**src/rtl/mbx_pkg.sv**
```systemverilog
`timescale 1ns/1ps
// Package: shared types for the mailbox.
// Assumes: a single clock; strobes last one cycle.
package mbx_pkg;
    // Strobe bundle, sampled at one clock edge.
    typedef struct packed {
        logic put;   // sender writes
        logic take;  // receiver reads
        logic wipe;  // sender clears the overrun flag
    } mbx_req_t;

    // Classifies what a request does to the pending flag.
    typedef enum logic [1:0] {
        EV_IDLE  = 2'd0,
        EV_FILL  = 2'd1,
        EV_DRAIN = 2'd2,
        EV_STRAY = 2'd3
    } mbx_evt_e;
endpackage

```
**src/rtl/mbx_word_reg.sv**
```systemverilog
`timescale 1ns/1ps
// Module: mbx_word_reg
// Holds the mailbox word. It loads on a put pulse and otherwise holds.
// Assumes: synchronous active-low reset that clears the word to zero.
module mbx_word_reg #(
    parameter int DATA_W = 8
) (
    input  logic              clk,
    input  logic              rst_n,
    input  logic              load,
    input  logic [DATA_W-1:0] din,
    output logic [DATA_W-1:0] dout
);
    logic [DATA_W-1:0] word_q;

    // Storage: clears on reset, captures din on load.
    always_ff @(posedge clk) begin
        if (!rst_n)
            word_q <= '0;
        else if (load)
            word_q <= din;
    end

    assign dout = word_q;

    AST_WORD_CAPTURE: assert property (@(posedge clk) disable iff (!rst_n)
        (load && rst_n) |=> (dout == $past(din)));
    AST_WORD_HOLD: assert property (@(posedge clk) disable iff (!rst_n)
        (!load && rst_n) |=> $stable(dout));
endmodule

```
**src/rtl/mbx_flag_ctrl.sv**
```systemverilog
`timescale 1ns/1ps
// Module: mbx_flag_ctrl
// Keeps the pending flag. A put sets it; a take without a put clears it.
// When a put and a take arrive together, the put wins. The module also
// reports overrun and stray-take events to the error tracker.
// Assumes: put and take are single-cycle pulses.
module mbx_flag_ctrl
    import mbx_pkg::*;
(
    input  logic     clk,
    input  logic     rst_n,
    input  mbx_req_t req,
    output logic     pending,
    output logic     ovr_evt,
    output logic     stray_evt
);
    logic     pend_q;
    mbx_evt_e evt;

    // Classification: decides how the request affects the flag.
    always_comb begin
        if (req.put)
            evt = EV_FILL;
        else if (req.take && pend_q)
            evt = EV_DRAIN;
        else if (req.take)
            evt = EV_STRAY;
        else
            evt = EV_IDLE;
    end

    // Flag register: set on fill, cleared on drain, held otherwise.
    always_ff @(posedge clk) begin
        if (!rst_n)
            pend_q <= 1'b0;
        else if (evt == EV_FILL)
            pend_q <= 1'b1;
        else if (evt == EV_DRAIN)
            pend_q <= 1'b0;
    end

    // Event outputs: an overwrite of an unread word, and a read with nothing pending.
    assign ovr_evt   = (evt == EV_FILL) && pend_q && !req.take;
    assign stray_evt = (evt == EV_STRAY);
    assign pending   = pend_q;

    AST_FILL_SETS: assert property (@(posedge clk) disable iff (!rst_n)
        (req.put && rst_n) |=> pending);
    AST_DRAIN_CLEARS: assert property (@(posedge clk) disable iff (!rst_n)
        (req.take && !req.put && rst_n) |=> !pending);
    AST_BOTH_KEEPS: assert property (@(posedge clk) disable iff (!rst_n)
        (req.take && req.put && rst_n) |=> pending);
    AST_IDLE_HOLDS: assert property (@(posedge clk) disable iff (!rst_n)
        (!req.take && !req.put && rst_n) |=> $stable(pending));
endmodule

```
**src/rtl/mbx_err_track.sv**
```systemverilog
`timescale 1ns/1ps
// Module: mbx_err_track
// Keeps the sticky overrun flag and registers the one-cycle underrun pulse.
// Assumes: the events arrive from mbx_flag_ctrl in the cycle they occur.
module mbx_err_track (
    input  logic clk,
    input  logic rst_n,
    input  logic ovr_evt,
    input  logic stray_evt,
    input  logic wipe,
    output logic overrun,
    output logic underrun
);
    logic ovr_q;
    logic und_q;

    // Sticky overrun: a new event beats a clear in the same cycle.
    always_ff @(posedge clk) begin
        if (!rst_n)
            ovr_q <= 1'b0;
        else if (ovr_evt)
            ovr_q <= 1'b1;
        else if (wipe)
            ovr_q <= 1'b0;
    end

    // Underrun pulse: high for the one cycle after a stray read.
    always_ff @(posedge clk) begin
        if (!rst_n)
            und_q <= 1'b0;
        else
            und_q <= stray_evt;
    end

    assign overrun  = ovr_q;
    assign underrun = und_q;

    AST_OVR_SET: assert property (@(posedge clk) disable iff (!rst_n)
        (ovr_evt && rst_n) |=> overrun);
    AST_OVR_STICKY: assert property (@(posedge clk) disable iff (!rst_n)
        (overrun && !wipe) |=> overrun);
    AST_UND_PULSE: assert property (@(posedge clk) disable iff (!rst_n)
        (!stray_evt && rst_n) |=> !underrun);
endmodule

```
**src/rtl/mbx_mailbox.sv**
```systemverilog
`timescale 1ns/1ps
// Module: mbx_mailbox (top)
// A one-word mailbox between a sender and a receiver. It contains the word
// register, the pending-flag control and the error tracker.
// Assumes: one shared clock; all strobes are single-cycle pulses.
module mbx_mailbox
    import mbx_pkg::*;
#(
    parameter int DATA_W = 8
) (
    input  logic              clk,
    input  logic              rst_n,
    input  logic              wr_stb,
    input  logic [DATA_W-1:0] wr_data,
    input  logic              ovr_clr,
    output logic              full,
    output logic              overrun,
    input  logic              rd_stb,
    output logic [DATA_W-1:0] rd_data,
    output logic              data_ready,
    output logic              underrun
);
    mbx_req_t req;
    logic     pending;
    logic     ovr_evt;
    logic     stray_evt;

    // Request bundle: groups the strobes for the submodules.
    always_comb begin
        req.put  = wr_stb;
        req.take = rd_stb;
        req.wipe = ovr_clr;
    end

    mbx_word_reg #(.DATA_W(DATA_W)) u_word (
        .clk   (clk),
        .rst_n (rst_n),
        .load  (req.put),
        .din   (wr_data),
        .dout  (rd_data)
    );

    mbx_flag_ctrl u_flag (
        .clk       (clk),
        .rst_n     (rst_n),
        .req       (req),
        .pending   (pending),
        .ovr_evt   (ovr_evt),
        .stray_evt (stray_evt)
    );

    mbx_err_track u_err (
        .clk       (clk),
        .rst_n     (rst_n),
        .ovr_evt   (ovr_evt),
        .stray_evt (stray_evt),
        .wipe      (req.wipe),
        .overrun   (overrun),
        .underrun  (underrun)
    );

    assign data_ready = pending;
    assign full       = pending;

    AST_RESET_CLEAN: assert property (@(posedge clk)
        !rst_n |=> (!data_ready && !overrun && !underrun && rd_data == '0));
    AST_STRAY_KEEPS: assert property (@(posedge clk) disable iff (!rst_n)
        (rd_stb && !wr_stb && !data_ready && rst_n) |=> (!data_ready && $stable(rd_data)));
endmodule

```
**config.mk**
```make
export PLATFORM = sky130hd
export DESIGN_NAME = mbx_mailbox
export DESIGN_NICKNAME = d
export VERILOG_FILES = /design/src/rtl/mbx_pkg.sv /design/src/rtl/mbx_word_reg.sv /design/src/rtl/mbx_flag_ctrl.sv /design/src/rtl/mbx_err_track.sv /design/src/rtl/mbx_mailbox.sv
export SDC_FILE = /design/constraint.sdc
export NUM_CORES = 1
export LEC_CHECK = 0
export CORE_MARGIN = 10
export CORE_UTILIZATION = 32
export CTS_CLUSTER_SIZE = 8
export DETAILED_ROUTE_END_ITERATION = 10
export HOLD_SLACK_MARGIN = 0.15
export PLACE_DENSITY = 0.7
export SLEW_MARGIN = 0
export SYNTH_ARGS = -nofsm -noshare
export SYNTH_HDL_FRONTEND = slang
export SYNTH_SLANG_ARGS = --single-unit
export TNS_END_PERCENT = 1
```
**constraint.sdc**
```tcl
create_clock -name clk -period 1.2 [get_ports clk]
set_input_delay 0.12 -clock clk [delete_from_list [all_inputs] [get_ports clk]]
set_output_delay 0.12 -clock clk [all_outputs]
set_load 0.01 [all_outputs]
```
==> metrics, run 1 <==
row count 13; remaining number of nets flagged by the antenna check after routing 0; CTS Hold Bufs 0; crit path launch type flop; Max Slew Vio Count 0; Tcrit/Tclk final 0.9580; FF+latch area 221.5 um2; worst stage delay on the critical path 330 ps; core area 1334 um2; first-pass GRT wire length 1.863 mm; Hold Crit Depth 3; Worst-path clk slew 70 ps; CP Max Fanout 2; Comb pwr share 0.206; dpl hpwl 874.4 um; most frequent cell after synthesis dfxtp_1; Fin. Hold Viols 0; FF-to-FF End u_flag.pending; 1st-iter DRT viols 1; vias per inst 4.535; Peak VDD IR between 600 and 700 uV; final setup fails 0; WS Path Type flop to flop; PortBufs 24; worst path arrival time about 1300 ps; synthesized area per cell 10.99 um2; Pwr Density ~1100 nW/um2; top cell type's share of synthesized area 0.4770; critical-path cell list inv_2, a21o_1, ha_4, mux2i_1, nor2b_1; DRC 0; area of the multi-input gates ~220 um2; CP required 1370 ps; Top delay family on crit path flip-flops; ys async rst share 0; most frequent cells after synthesis dfxtp_1, mux2i_1, nor2b_1; placer congestion estimate 0.6469; TritonCTS clock tree yes; Net Sw Frac 0.2449; remaining global-route overflow 0; dominant cells by area after synthesis dfxtp_1, mux2i_1, nor2b_1; Routed WL between 1 and 1.5 mm; number of synthesized flops with an enable pin 0; HP Class primary input to flop; full die area 3362 um2; Synth-to-Final Area Change 63.14%; Max-Cap Viols 0; crit path buf inv count 1; synthesized area 461.7 um2; CP Capture Type flop; leak pwr 0.3731 nW; Total Routing Usage GR 0.07218; leading area contributor after synthesis dfxtp_1; initial antenna violation count 0; Internal Pwr Total 620.3 uW; Core Util, Final 0.5647; slowest CP cell dfxtp_2; cts bufs inserted 3; Net Switching 201.1 uW; Seq pwr share 0.482; vias in the first global route around 400; RSZ-0062 raised after global routing true; 1st-pass router iterations 4; Clk network pwr share 0.312; Main synth FF type dfxtp_1; Die Span Y slightly below 60 um; worst slew pin tran about 370 ps; R2R depth 5; Routed wire per std cell 13.07 um; Vias between 300 and 400; Worst R2R Setup Slack between 50 and 60 ps; largest net degree at the start of global routing 13; hold path start wr_data[5]; Seq/Total Area, Yosys 0.4770; Filler Cells Inserted 137; outcome completed; hold worst-path end u_word.dout[5]; Clock Path Buffers 2; Max transition margin 0.7540; die width slightly below 60 um; cell area after layout 753.2 um2; Max Clk Rate 869.8 MHz; effective utilization at floorplan 0.3462; DP Area 729.5 um2; synthesized instance count 42; CTS root buf clkbuf_4; min cycle time layout around 1100 ps; IO Pins 25; FF+latch count, synth 11; setup_tns 0 ps; H-tree levels 1; Sink Count 11; post-CTS setup buffers 0; # diodes 0; worst r2r src u_flag.pending; syn_nets 57; clk_skew 0.9985 ps; # nets final 87; Skew-Pair Late Insertion Delay about 270 ps; Ys Warns 0; Yosys cell types 14; layout cells sized above 1 0.1408
## cell families (layout without fill, tap and decap cells)
family | count (synthesis) | after routing | share of synthesized area
buffers and inverters | 5 | 34 | 0.06504
AOI/OAI and AO/OA | 1 | 1 | 0.01627
adders and majority gates | 2 | 2 | 0.05419
DFF | 11 | 11 | 0.4770
muxes | 9 | 9 | 0.1951
and+or+nand+nor | 14 | 14 | 0.1924
## registers in the layout, indices dropped and copies added, names as in the netlist
| signal | count |
|---|---|
| u_word.dout | 8 |
| u_err.underrun | 1 |
| u_flag.pending | 1 |
| u_err.overrun | 1 |
## power by group through the flow
stage               Combinational (mW)  Sequential, mW  Clock [mW]
global route                     0.188           0.399       0.294
floorplan                       0.0639           0.418           0
finish                           0.169           0.396       0.256
global placement                 0.180           0.404           0
CTS                              0.167           0.396       0.268
detailed placement               0.183           0.405           0
## cell usage in the layout, fill, tap and decap left out, drive strengths merged
cell type	Yosys	layout
a21o	1	1
and2	1	1
buf	2	4
clkbuf	1	4
clkdlybuf4s50	0	12
dfxtp	11	11
dlygate4sd2	0	12
ha	2	2
inv	2	2
mux2i	9	9
nand2	1	1
nand2b	1	1
nand3b	1	1
nand4b	1	1
nor2b	9	9
## worst max-delay path by stage
stage | from | to | slack [ps] | cells after the start
final | u_flag.pending | u_flag.pending | 50 | 5
after floorplan | u_flag.pending | u_flag.pending | 20 | 5
after global placement | wr_stb | u_flag.pending | -190 | 5
after detailed placement | wr_stb | u_flag.pending | -220 | 5
after global routing | u_flag.pending | u_flag.pending | -60 | 5
after CTS | u_flag.pending | u_flag.pending | 40 | 5
## routing by layer
layer / GRT usage / up-vias / part of all wire
li1: - / 193 / -
met2: 0.1058 / 19 / 0.45
met5: 0 / - / 0
met3: 0.07190 / 2 / 0.15
met1: 0.07002 / 176 / 0.38
met4: 0.02013 / 0 / 0.012
## stage by stage
| stage | std cells | worst slack (ps) | power [mW] | hold WS, ps |
|---|---|---|---|---|
| floorplan | 42 | 23.64 | 0.4819 | 248.0 |
| global placement | 82 | -185.1 | 0.5845 | 454.6 |
| detailed placement | 82 | -217.0 | 0.5882 | 464.6 |
| CTS | 86 | 37.89 | 0.8307 | 458.5 |
| global route | 86 | -63.97 | 0.8811 | 476.8 |
| finish | 86 | 50.37 | 0.8214 | 468.5 |
## timing repair
| action | CTS | global route |
|---|---|---|
| endpoints found under the setup margin | 12 | 1 |
| pin swaps | 0 | 1 |
| gates resized for setup | 12 | 2 |
## worst register-to-register path, delay by kind of cell (launching register included)
kind | cells | cell delay [ps]
and+or+nand+nor | 1 | 60
buffers and inverters | 1 | 30
AOI/OAI and AO/OA | 1 | 180
adders and majority gates | 1 | 270
DFF | 1 | 330
muxes | 1 | 170
## layout make-up
type	count	share of cell area
Clock buffer	4	0.03488
Sequential cell	11	0.2940
Multi-Input combinational cell	26	0.2973
Timing Repair Buffer	28	0.3389
Tap cell	15	0.02492
Inverter	2	0.009967
Note: power is estimated with default switching activity, not from simulation.
==> run 2: changes to the inputs <==
--- a/config.mk
+++ b/config.mk
@@ -6,13 +6,16 @@
 export NUM_CORES = 1
 export LEC_CHECK = 0
 export CORE_MARGIN = 10
-export CORE_UTILIZATION = 32
+export CORE_UTILIZATION = 33
 export CTS_CLUSTER_SIZE = 8
 export DETAILED_ROUTE_END_ITERATION = 10
+export GPL_ROUTABILITY_DRIVEN = 0
 export HOLD_SLACK_MARGIN = 0.15
-export PLACE_DENSITY = 0.7
+export PLACE_DENSITY = 0.71
+export SKIP_LAST_GASP = 1
 export SLEW_MARGIN = 0
 export SYNTH_ARGS = -nofsm -noshare
 export SYNTH_HDL_FRONTEND = slang
+export SYNTH_HIERARCHICAL = 1
 export SYNTH_SLANG_ARGS = --single-unit
 export TNS_END_PERCENT = 1
==> run 2 against run 1 <==
Sequential share of layout area is 0.67 points lower; via count fell by 4.4%; critical endpoint is now rd_data[7]; count of clock-buffer cells in the layout unchanged; die area decreased by 0.62%; flip-flop and latch count did not move; the flow now finishes with violations (setup timing); first-iteration DRC count did not move.
==> metrics, run 2 <==
CTS root buf clkbuf_4; Skew-Pair Late Insertion Delay 260 ps; remaining global-route overflow 0; Tcrit/Tclk final 1.055; Routed WL 1.113 mm; Routed wire per std cell 12.94 um; main combinational cell family by area after synthesis simple AND/OR/NAND/NOR gates; dominant cells by area after synthesis dfxtp_1, mux2i_1, nor2b_1; cell area after layout ~770 um2; DP Area 743.2 um2; dpl hpwl 891.6 um; crit path launch type flop; layout cells sized above 1 0.1408; Clock Path Buffers 2; 1st-iter DRT viols 1; synthesized area 471.7 um2; synthesized area per cell 11.50 um2; R2R depth 5; row count 13; worst r2r src u_flag/pending; RSZ-0062 raised after global routing true; Place WS -236.8 ps; H-tree levels 1; CTS Hold Bufs 0; synthesized instance count 41; hold worst-path end u_word/dout[1]; FF-to-FF End u_flag/pending; CP Max Fanout 2; remaining number of nets flagged by the antenna check after routing 0; CP Capture Type output pin; worst path arrival time 1150 ps; syn_nets 56; cts bufs inserted 3; instance count on the critical path 1; final setup margin -66.50 ps; Main synth FF type dfxtp_1; Yosys cell types 13; Largest register FFs 8; fin cells 86; # nets final 87; Core Util, Final 0.5850; HP Class primary input to flop; placed cell count 82; Max Clk Rate 789.6 MHz; Worst-path clk slew 70 ps; simple-gate share of the synthesized area 0.2016; multiplexer share of the synthesized area 0.1910; leak pwr around 0.34 nW; top cell type's share of synthesized area 0.4668; Max Slew Vio Count 0; Filler Cells Inserted roughly 120; worst hold slack between 400 and 500 ps; Total Routing Usage GR 0.07249; CP required 1080 ps; Pwr Density 1075 nW/um2; failing checks setup timing; Max-Cap Viols 0; effective utilization at floorplan 0.3580; number of synthesized flops with an enable pin 0; Adder-Cell Fraction of Synth Area 0.05305; TritonCTS clock tree yes; Die Span Y 57.81 um; vias in the first global route 443; crit path buf inv count 1; synthesized-area fraction occupied by xor and xnor cells 0; initial antenna violation count 0; DRC 0; Ys Warns 6; Worst R2R Setup Slack 10 ps; # diodes 0; outcome complete, but fails checks; FF+latch count, synth 11; min cycle time layout 1267 ps; IO Pins 25; 1st-pass router iterations 2; largest net degree at the start of global routing 12; hold path start wr_data[1]; most frequent cells in the layout clkdlybuf4s50_1, dfxtp_1, mux2i_1, nor2b_1, buf_4; Total Power 828.5 uW; setup_tns -525.5 ps; Max transition margin 0.7853; Top delay family on crit path buffers and inverters; Fin. Hold Viols 0; Sink Count 11; ys async rst share 0; most frequent cell after synthesis dfxtp_1; core area between 1000 and 1500 um2; Synth-to-Final Area Change 63.40%; most common cell after layout, fill and taps aside clkdlybuf4s50_1; clk_skew 0.08374 ps; most frequent cells after synthesis dfxtp_1, mux2i_1, nor2b_1; first-pass GRT wire length 1.883 mm; Peak VDD IR 603.3 uV; full die area 3341 um2; Vias roughly 370; leading area contributor after synthesis dfxtp_1; WS Path Type flop to output pin; slowest CP cell clkdlybuf4s50_1; PortBufs 24; final setup fails 10; Hold Crit Depth 3; critical-path cell list clkdlybuf4s50_1; worst stage delay on the critical path ~550 ps; Seq/Total Area, Yosys 0.4668; die width 57.81 um; post-synthesis compound-gate area fraction 0.03183; worst slew pin tran 321.0 ps; vias per inst 4.337
-- run 2: worst max-delay path by stage --
stage	start	endpoint	slack (ps)
2_1_floorplan	u_flag/pending	u_flag/pending	9
3_3_place_gp	rd_stb	u_flag/pending	-190
3_5_place_dp	rd_stb	u_flag/pending	-240
4_1_cts	u_flag/pending	data_ready	-90
5_1_grt	u_err/overrun	overrun	-140
6_report	u_word/dout[7]	rd_data[7]	-70
-- run 2: cell type report --
cell class                 count  area (um2)  area share
inverter                       2       7.507    0.009740
tap                           15       18.77     0.02435
clock buffer                   4       26.28     0.03409
sequential                    11       221.5      0.2873
multi-input combinational     26       225.2      0.2922
timing repair buffer          28       271.5      0.3523
-- run 2: kinds of logic (layout without fill, tap and decap cells) --
family / Yosys count / in the layout
buf+inv: 4 / 34
compound gates: 2 / 2
flops: 11 / 11
fa+ha+maj: 2 / 2
simple gates: 13 / 13
mux: 9 / 9
-- run 2: layer usage --
metal	global-route usage	share of wire	wire (um)	vias up
li1	-	-	-	192
met1	0.06968	0.41	453	161
met2	0.09663	0.37	412	20
met3	0.07407	0.22	247	0
met4	0.04027	0	0	0
met5	0	0	0	-
-- run 2: repair_timing --
action / CTS / global route
setup endpoints to repair: 13 / 12
setup buffers: 0 / 0
resized for setup: 1 / 1
-- run 2: power by group --
part	switching, mW	total (mW)	leakage, nW	internal, mW
clock network	0.124	0.252	0.0150	0.128
logic	0.0630	0.178	0.237	0.115
registers	0.0108	0.398	0.0910	0.387
